`config.mk`:
```
export PLATFORM = sky130hd
export DESIGN_NAME = warp_issue_sched
export DESIGN_NICKNAME = d
export VERILOG_FILES = /design/src/rtl/wis_pkg.sv /design/src/rtl/wis_pick.sv /design/src/rtl/wis_elig.sv /design/src/rtl/wis_latch.sv /design/src/rtl/warp_issue_sched.sv
export SDC_FILE = /design/constraint.sdc
export NUM_CORES = 1
export LEC_CHECK = 0
export ABC_AREA = 1
export BUFFER_PORTS_ARGS = -buffer_cell sky130_fd_sc_hd__buf_4
export CAP_MARGIN = 20
export CORE_ASPECT_RATIO = 1.25
export CORE_MARGIN = 5
export CORE_UTILIZATION = 23
export DETAILED_ROUTE_END_ITERATION = 7
export PLACE_DENSITY_LB_ADDON = 0.25
export SYNTH_ARGS = -nofsm -noshare
export SYNTH_HDL_FRONTEND = slang
export SYNTH_HIERARCHICAL = 1
export SYNTH_SLANG_ARGS = --single-unit
```
`constraint.sdc`:
```
create_clock -name clk -period 9.3 [get_ports clk]
set_input_delay 2.79 -clock clk [delete_from_list [all_inputs] [get_ports clk]]
set_output_delay 2.79 -clock clk [all_outputs]
set_load 0.01 [all_outputs]
```
`src/rtl/wis_pkg.sv`:
```
package wis_pkg;

   typedef enum logic {
      LATCH_FULL = 1'b0,
      LATCH_HALF = 1'b1
   } latch_kind_e;

   function automatic latch_kind_e latch_kind(input logic half_bit);
      return half_bit ? LATCH_HALF : LATCH_FULL;
   endfunction

endpackage

```
`src/rtl/wis_pick.sv`:
```
module wis_pick #(
   parameter int N     = 8,
   parameter int IDX_W = (N > 1) ? $clog2(N) : 1
) (
   input  logic [N-1:0]     req,
   output logic             found,
   output logic [IDX_W-1:0] idx
);

   always_comb begin
      found = 1'b0;
      idx   = '0;
      for (int i = 0; i < N; i++) begin
         if (req[i]) begin
            found = 1'b1;
            idx   = IDX_W'(i);
         end
      end
   end

endmodule

```
`src/rtl/wis_elig.sv`:
```
module wis_elig #(
   parameter int NUM_WARPS  = 8,
   parameter int NUM_DEPCTR = 6,
   parameter int NUM_UNITS  = 4,
   localparam int UNIT_W    = (NUM_UNITS > 1) ? $clog2(NUM_UNITS) : 1
) (
   input  logic [NUM_WARPS-1:0]            inst_valid,
   input  logic [NUM_WARPS-1:0]            stall_zero,
   input  logic [NUM_WARPS*NUM_DEPCTR-1:0] dep_zero,
   input  logic [NUM_WARPS*NUM_DEPCTR-1:0] dep_mask,
   input  logic [NUM_WARPS*UNIT_W-1:0]     unit_sel,
   input  logic [NUM_UNITS-1:0]            unit_free,
   input  logic [NUM_WARPS-1:0]            blocked,
   output logic [NUM_WARPS-1:0]            elig
);

   for (genvar w = 0; w < NUM_WARPS; w++) begin : g_warp
      logic              deps_clear;
      logic [UNIT_W-1:0] tgt;
      assign deps_clear = &(dep_zero[w*NUM_DEPCTR +: NUM_DEPCTR]
                            | ~dep_mask[w*NUM_DEPCTR +: NUM_DEPCTR]);
      assign tgt        = unit_sel[w*UNIT_W +: UNIT_W];
      assign elig[w]    = inst_valid[w] & stall_zero[w] & deps_clear
                          & unit_free[tgt] & ~blocked[w];
   end

endmodule

```
`src/rtl/wis_latch.sv`:
```
module wis_latch
   import wis_pkg::*;
#(
   parameter int                 NUM_UNITS = 4,
   parameter logic [NUM_UNITS-1:0] HALF_MASK = 4'b1010,
   localparam int                UNIT_W    = (NUM_UNITS > 1) ? $clog2(NUM_UNITS) : 1
) (
   input  logic                 clk,
   input  logic                 rst_n,
   input  logic                 take,
   input  logic [UNIT_W-1:0]    take_unit,
   output logic [NUM_UNITS-1:0] unit_free
);

   for (genvar u = 0; u < NUM_UNITS; u++) begin : g_unit
      if (latch_kind(HALF_MASK[u]) == LATCH_HALF) begin : g_half
         logic busy_q;
         always_ff @(posedge clk or negedge rst_n) begin
            if (!rst_n) busy_q <= 1'b0;
            else        busy_q <= take && (take_unit == UNIT_W'(u));
         end
         assign unit_free[u] = ~busy_q;
      end else begin : g_full
         assign unit_free[u] = 1'b1;
      end
   end

endmodule

```
`src/rtl/warp_issue_sched.sv`:
```
module warp_issue_sched #(
   parameter int                   NUM_WARPS  = 8,
   parameter int                   NUM_DEPCTR = 6,
   parameter int                   NUM_UNITS  = 4,
   parameter logic [NUM_UNITS-1:0] HALF_MASK  = 4'b1010,
   parameter int                   MISS_WAIT  = 4,
   localparam int                  UNIT_W     = (NUM_UNITS > 1) ? $clog2(NUM_UNITS) : 1,
   localparam int                  WID_W      = (NUM_WARPS > 1) ? $clog2(NUM_WARPS) : 1,
   localparam int                  MCNT_W     = $clog2(MISS_WAIT + 1)
) (
   input  logic                            clk,
   input  logic                            rst_n,
   input  logic [NUM_WARPS-1:0]            warp_inst_valid,
   input  logic [NUM_WARPS-1:0]            warp_stall_zero,
   input  logic [NUM_WARPS*NUM_DEPCTR-1:0] warp_dep_zero,
   input  logic [NUM_WARPS*NUM_DEPCTR-1:0] warp_dep_mask,
   input  logic [NUM_WARPS*UNIT_W-1:0]     warp_unit,
   input  logic [NUM_WARPS-1:0]            warp_yield,
   input  logic [NUM_WARPS-1:0]            warp_cc_hit,
   output logic                            issue_valid,
   output logic [NUM_WARPS-1:0]            issue_warp_oh,
   output logic [WID_W-1:0]                issue_warp_id
);

   if (NUM_WARPS < 2) begin : g_bad_warps
      $error("warp_issue_sched: NUM_WARPS must be at least 2");
   end
   if (NUM_DEPCTR < 1) begin : g_bad_dep
      $error("warp_issue_sched: NUM_DEPCTR must be at least 1");
   end
   if ((1 << UNIT_W) != NUM_UNITS) begin : g_bad_units
      $error("warp_issue_sched: NUM_UNITS must be a power of two");
   end
   if (MISS_WAIT < 1) begin : g_bad_wait
      $error("warp_issue_sched: MISS_WAIT must be at least 1");
   end

   // scheduler state
   logic              focus_v;
   logic [WID_W-1:0]  focus_id;
   logic              yield_hold;
   logic [MCNT_W-1:0] miss_cnt;

   logic [NUM_WARPS-1:0] blocked;
   logic [NUM_WARPS-1:0] elig_vec;
   logic [NUM_UNITS-1:0] unit_free;

   assign blocked = yield_hold ? (NUM_WARPS'(1) << focus_id) : '0;

   wis_elig #(
      .NUM_WARPS (NUM_WARPS),
      .NUM_DEPCTR(NUM_DEPCTR),
      .NUM_UNITS (NUM_UNITS)
   ) u_elig (
      .inst_valid(warp_inst_valid),
      .stall_zero(warp_stall_zero),
      .dep_zero  (warp_dep_zero),
      .dep_mask  (warp_dep_mask),
      .unit_sel  (warp_unit),
      .unit_free (unit_free),
      .blocked   (blocked),
      .elig      (elig_vec)
   );

   // youngest eligible warp
   logic             yng_found;
   logic [WID_W-1:0] yng_id;

   wis_pick #(.N(NUM_WARPS), .IDX_W(WID_W)) u_pick_yng (
      .req  (elig_vec),
      .found(yng_found),
      .idx  (yng_id)
   );

   // greedy choice
   logic             keep_focus;
   logic             pick_v;
   logic [WID_W-1:0] pick_id;

   assign keep_focus = focus_v & elig_vec[focus_id];
   assign pick_v     = keep_focus | yng_found;
   assign pick_id    = keep_focus ? focus_id : yng_id;

   // alternate warp after a constant-cache timeout
   logic [NUM_WARPS-1:0] alt_req;
   logic                 alt_found;
   logic [WID_W-1:0]     alt_id;

   assign alt_req = elig_vec & warp_cc_hit & ~(NUM_WARPS'(1) << pick_id);

   wis_pick #(.N(NUM_WARPS), .IDX_W(WID_W)) u_pick_alt (
      .req  (alt_req),
      .found(alt_found),
      .idx  (alt_id)
   );

   // issue decision
   logic              fire;
   logic [WID_W-1:0]  fire_id;
   logic              miss_wait;
   logic [MCNT_W-1:0] miss_nxt;

   always_comb begin
      fire      = 1'b0;
      fire_id   = pick_id;
      miss_wait = 1'b0;
      miss_nxt  = '0;
      if (pick_v) begin
         if (warp_cc_hit[pick_id]) begin
            fire = 1'b1;
         end else if (miss_cnt < MCNT_W'(MISS_WAIT)) begin
            miss_wait = 1'b1;
            miss_nxt  = miss_cnt + MCNT_W'(1);
         end else if (alt_found) begin
            fire    = 1'b1;
            fire_id = alt_id;
         end else begin
            miss_nxt = miss_cnt;
         end
      end
   end

   logic [UNIT_W-1:0] fire_unit;
   assign fire_unit = warp_unit[fire_id*UNIT_W +: UNIT_W];

   wis_latch #(
      .NUM_UNITS(NUM_UNITS),
      .HALF_MASK(HALF_MASK)
   ) u_latch (
      .clk      (clk),
      .rst_n    (rst_n),
      .take     (fire),
      .take_unit(fire_unit),
      .unit_free(unit_free)
   );

   always_ff @(posedge clk or negedge rst_n) begin
      if (!rst_n) begin
         focus_v       <= 1'b0;
         focus_id      <= '0;
         yield_hold    <= 1'b0;
         miss_cnt      <= '0;
         issue_valid   <= 1'b0;
         issue_warp_oh <= '0;
         issue_warp_id <= '0;
      end else begin
         miss_cnt      <= miss_nxt;
         yield_hold    <= fire & warp_yield[fire_id];
         issue_valid   <= fire;
         issue_warp_oh <= fire ? (NUM_WARPS'(1) << fire_id) : '0;
         issue_warp_id <= fire ? fire_id : '0;
         if (fire) begin
            focus_v  <= 1'b1;
            focus_id <= fire_id;
         end else if (miss_wait) begin
            focus_v  <= 1'b1;
            focus_id <= pick_id;
         end
      end
   end

endmodule

```
==> results.toml, run 1 <==
[synthesis]
synth_top_family_by_area = "simple AND/OR/NAND/NOR gates"
synth-compound-area-share = 0.0416
ys_ff_latch = 22
synth_cell_types = 28
yosysWarnings = 6
syn_inst = 536
synthAdderAreaFrac = 0.00457
synth_simple_gate_area_frac = 0.576
synthMuxAreaShare = 0
syn_area_um2 = 2740
synth_xor_area_frac = 0
synth.avg_cell_area_um2 = 5.11
ys_seq_area_frac = 0.201

[placed_design]
place_hpwl_um = 8700
place_inst = 846
globalplace.congestion = 0.942
place_area_um2 = 4060
port_buffers = 157

[clock_tree]
clkSinkCount = 22
cts_tree = "yes"
clkLatencyLatePin_ps = 260
cts_resized = 0
root_buffer = "clkbuf_16"
cts_inserted_buffers = 3
hold_buffers = 0
post-cts-setup-buffer-count = 0
h-tree-depth = 1
path_clk_slew_ps = 60
cts.path.max_buffers = 2

[route]
wirelength_um = 9780
post_drt_wl_per_cell_um = 11.5
initialDrtViolationCount = 106
vias_per_cell = 4.15
drc = 0
final_antenna_net_count = 0
drt_first_pass_iters = 6
vias = 3525

[timing]
hold_viol_final = 0
fin_skew_ps = 7.24
fmax_mhz = 159
setup_viol = 0
slew_violations = 0
rsz0062_at_grt = "no"
finalCritPeriodShare = 0.678
period_needed_ps = 6310
tns_ps = 0

[grt]
gr-usage-met1 = 0.152
antenna_found_initial = 0
grt_overflow = 0
use_met2 = 0.247
grt_max_degree = 23
grt_pass1_vias = 3554
use_met3 = 0.0274
grt-busiest-layer = "met2"
track_usage = 0.135
grt_pass1_wl_um = 15900

[critical_path]
critPathMaxFanout = 13
path_common_cell = "nand2_1"
worstPathArrival_ps = 6490
critPathTopFamily = "simple AND/OR/NAND/NOR gates"
crit_slowest_cell = "nand4_2"
path_buf_inv = 4
worstPathRequired_ps = 9480
max_stage_delay_ps = 360
crit_type = "primary input to flop"
worstSetupStartpointType = "primary input"
end_kind = "flop"

[floorplan]
fp.coreArea_um2 = 11700
dieHeight_um = 132
rows = 44
die_w_um = 108
io_pins = 158
die_area_um2 = 14200
start_util = 0.235

[finish]
area_growth_pct = 52.2
fin_util = 0.357
antenna_cells = 0
final_common_cell = "nand2_1"
nets = 837
mostFrequentLayoutCells = "241 x nand2_1, 157 x buf_4, 108 x inv_1"
drive_above_1_share = 0.266
stdcell_count = 850
final_area_um2 = 4170

[power]
power_density_nw_per_um2 = 122
peakVddDrop_v = 0.0000610
p_leak_nw = 2.60
power_uw = 507

[run]
maxCapViolations = 0

[hold_path]
min_path_type = "flop to flop"

[outcome]
outcome = "complete, no violations"
-- synth_stat cells, drive strengths merged --
cell type    n  area (um2)
inv        112         420
o21ai        7        53.8
nand4        5        43.8
nand3       53         300
nand3b       5        37.5
o31ai        1        7.51
nand2      248         953
dfrtp       22         551
o21a         1        7.51
a21oi        9        45.0
nor2        59         226
or2          1        6.26
buf          5        38.8
clkbuf       4        20.0
ha           1        12.5
nor3         2        10.0
conb         1        3.75
-- power breakdown --
part	switching (mW)	internal (mW)
logic	0.159	0.104
registers	0.0148	0.109
clock network	0.0351	0.0855
-- cell type report --
class                   count  area (um2)
clock buffers               3        75.1
clock inverters             1        30.0
fillers                  1351        7500
inverters                 112         420
multi-input cells         394        1710
flip-flops and latches     22         551
well taps                 161         201
repair buffers            157        1180
-- metal layers --
layer  up-vias  share of wire
li1       1885              -
met1      1465           0.40
met2       153           0.50
met3        22          0.075
met4         0          0.026
met5         -              0
-- flip-flops by register name, summed over array words and instances, names as in the netlist --
register,count
focus_id,3
focus_v,1
issue_valid,1
issue_warp_id,3
issue_warp_oh,8
miss_cnt,3
u_latch/g_unit.g_half.busy_q,2
yield_hold,1
-- path summary, 6_finish.rpt --
path	startpoint	to	slack (ps)	cells past startpoint
worst max-delay path	warp_dep_mask[42]	u_latch/g_unit[1].g_half.busy_q$_DFF_PN0_	2990	31
worst min-delay path	miss_cnt[0]$_DFFE_PN0P_	miss_cnt[0]$_DFFE_PN0P_	490	1
worst max register to register	focus_id[0]$_DFFE_PN0P_	u_latch/g_unit[1].g_half.busy_q$_DFF_PN0_	4870	33
worst min register to register	miss_cnt[0]$_DFFE_PN0P_	miss_cnt[0]$_DFFE_PN0P_	490	1
max in group asynchronous	rst_n	u_latch/g_unit[3].g_half.busy_q$_DFF_PN0_	6670	1
min in group asynchronous	rst_n	miss_cnt[0]$_DFFE_PN0P_	2400	1
-- per-stage QoR --
stage / setup slack [ps] / hold WS, ps
3_5_place_dp: 2750 / 475
3_3_place_gp: 2760 / 459
6_report: 2990 / 492
4_1_cts: 2980 / 490
5_1_grt: 2400 / 508
2_1_floorplan: 3680 / 446
-- cell families after synthesis --
family,after synthesis
flip-flops,22
buffers and inverters,121
AO/OA/AOI/OAI,18
AND/OR/NAND/NOR,373
other,1
adder cells (fa/ha/maj),1
Note: power is estimated with default switching activity, not from simulation.
==> run 2, diff against run 1 <==
==> constraint.sdc (replaced) <==
create_clock -name clk -period 5.3 [get_ports clk]
set_input_delay 1.59 -clock clk [delete_from_list [all_inputs] [get_ports clk]]
set_output_delay 1.59 -clock clk [all_outputs]
set_load 0.01 [all_outputs]
==> results.toml, run 2 (synthesis gave the netlist of run 1 again) <==
[finish]
nets = 845
final_common_cell = "nand2_1"
largest-register = "issue_warp_oh"
drive_above_1_share = 0.277
area_growth_pct = 55.3
antenna_cells = 0
mostFrequentLayoutCells = "241 x nand2_1, 165 x buf_4, 108 x inv_1"
stdcell_count = 858
largest_register_ffs = 8

[timing]
fin_skew_ps = 1.20
hold_viol_final = 0
setup_viol = 0
tns_ps = 0
fmax_mhz = 210
rsz0062_at_grt = "no"
finalCritPeriodShare = 0.897
period_needed_ps = 4760
holdWs_ps = 482
slew_violations = 0
setup_ws_ps = 544

[outcome]
outcome = "complete, no violations"

[clock_tree]
clkLatencyLatePin_ps = 260
cts_tree = "yes"
root_buffer = "clkbuf_16"
clkSinkCount = 22
h-tree-depth = 1
path_clk_slew_ps = 60
post-cts-setup-buffer-count = 0
cts.path.max_buffers = 2
cts_inserted_buffers = 3

[hold_path]
min_path_type = "flop to flop"

[grt]
gr-usage-met1 = 0.153
grt_overflow = 0
grt_pass1_wl_um = 16100
use_met2 = 0.260
track_usage = 0.137
grt-busiest-layer = "met2"
grt_pass1_vias = 3608
antenna_found_initial = 0
use_met3 = 0.0250
grt_max_degree = 23

[route]
final_antenna_net_count = 0
vias_per_cell = 4.16
wirelength_um = 9770
post_drt_wl_per_cell_um = 11.4
initialDrtViolationCount = 141
drc = 0
vias = 3569
drt_first_pass_iters = 7

[power]
power_uw = 907
peakVddDrop_v = 0.000119
power_density_nw_per_um2 = 213
p_leak_nw = 2.64

[floorplan]
io_pins = 158
die_w_um = 108
rows = 44
fp.coreArea_um2 = 11700
dieHeight_um = 132
start_util = 0.235
die_area_um2 = 14200

[critical_path]
crit_slowest_cell = "nor2_2"
worstSetupStartpointType = "primary input"
crit_type = "primary input to flop"
path_common_cell = "nand2_1"
end_kind = "flop"
worstPathArrival_ps = 4950
worstPathRequired_ps = 5490
critPathMaxFanout = 9
max_stage_delay_ps = 290

[placed_design]
place_inst = 854
globalplace.congestion = 0.879
pre_cts_slack_ps = 36.3
port_buffers = 157
place_hpwl_um = 8650

[run]
maxCapViolations = 0
-- run 2: routing by layer --
layer / vias to the layer above / wire, um / share of wire
met5: - / 0 / 0
met3: 16 / 795 / 0.081
li1: 1901 / - / -
met1: 1483 / 3770 / 0.39
met2: 169 / 5010 / 0.51
met4: 0 / 194 / 0.020
-- run 2: final cells by class --
type	count	area, um2
inverters	112	420
clock buffers	3	75.1
multi-input cells	394	1740
clock inverters	1	30.0
well taps	161	201
fillers	1291	7420
flip-flops and latches	22	551
repair buffers	165	1240
-- run 2: metrics by stage --
step / util / instance area (um2)
final: 0.364 / 4250
after global routing: 0.364 / 4250
after CTS: 0.362 / 4230
after detailed placement: 0.353 / 4120
after global placement: 0.353 / 4120
after floorplan: - / 2740
-- run 2: power by group --
part | leakage [nW] | internal (mW) | total (mW) | switching, mW
Combinational | 2.29 | 0.189 | 0.476 | 0.287
Sequential | 0.297 | 0.192 | 0.216 | 0.0246
Clock | 0.0511 | 0.150 | 0.215 | 0.0651
-- run 2: repair_timing --
item | in CTS | in global routing
endpoints found under the setup margin | 0 | 3
hold endpoints to repair | 0 | 0
hold buffers | 0 | 0
gates resized for setup | 0 | 5
-- run 2: worst paths after layout --
check                                         from                                         to  slack, ps  depth (start not counted)
min in group asynchronous                    rst_n                    miss_cnt[1]$_DFFE_PN0P_       1210                          1
max in group asynchronous                    rst_n  u_latch/g_unit[3].g_half.busy_q$_DFF_PN0_       3870                          1
min reg2reg                miss_cnt[0]$_DFFE_PN0P_                    miss_cnt[0]$_DFFE_PN0P_        480                          1
max                              warp_dep_mask[46]  u_latch/g_unit[1].g_half.busy_q$_DFF_PN0_        540                         34
min                        miss_cnt[0]$_DFFE_PN0P_                    miss_cnt[0]$_DFFE_PN0P_        480                          1
max reg2reg                focus_id[0]$_DFFE_PN0P_  u_latch/g_unit[1].g_half.busy_q$_DFF_PN0_       1240                         36
-- run 2: critical path, delay by kind of cell --
family	cells	cell delay, ps
AO/OA/AOI/OAI	1	110
AND/OR/NAND/NOR	27	2710
buffers and inverters	6	550
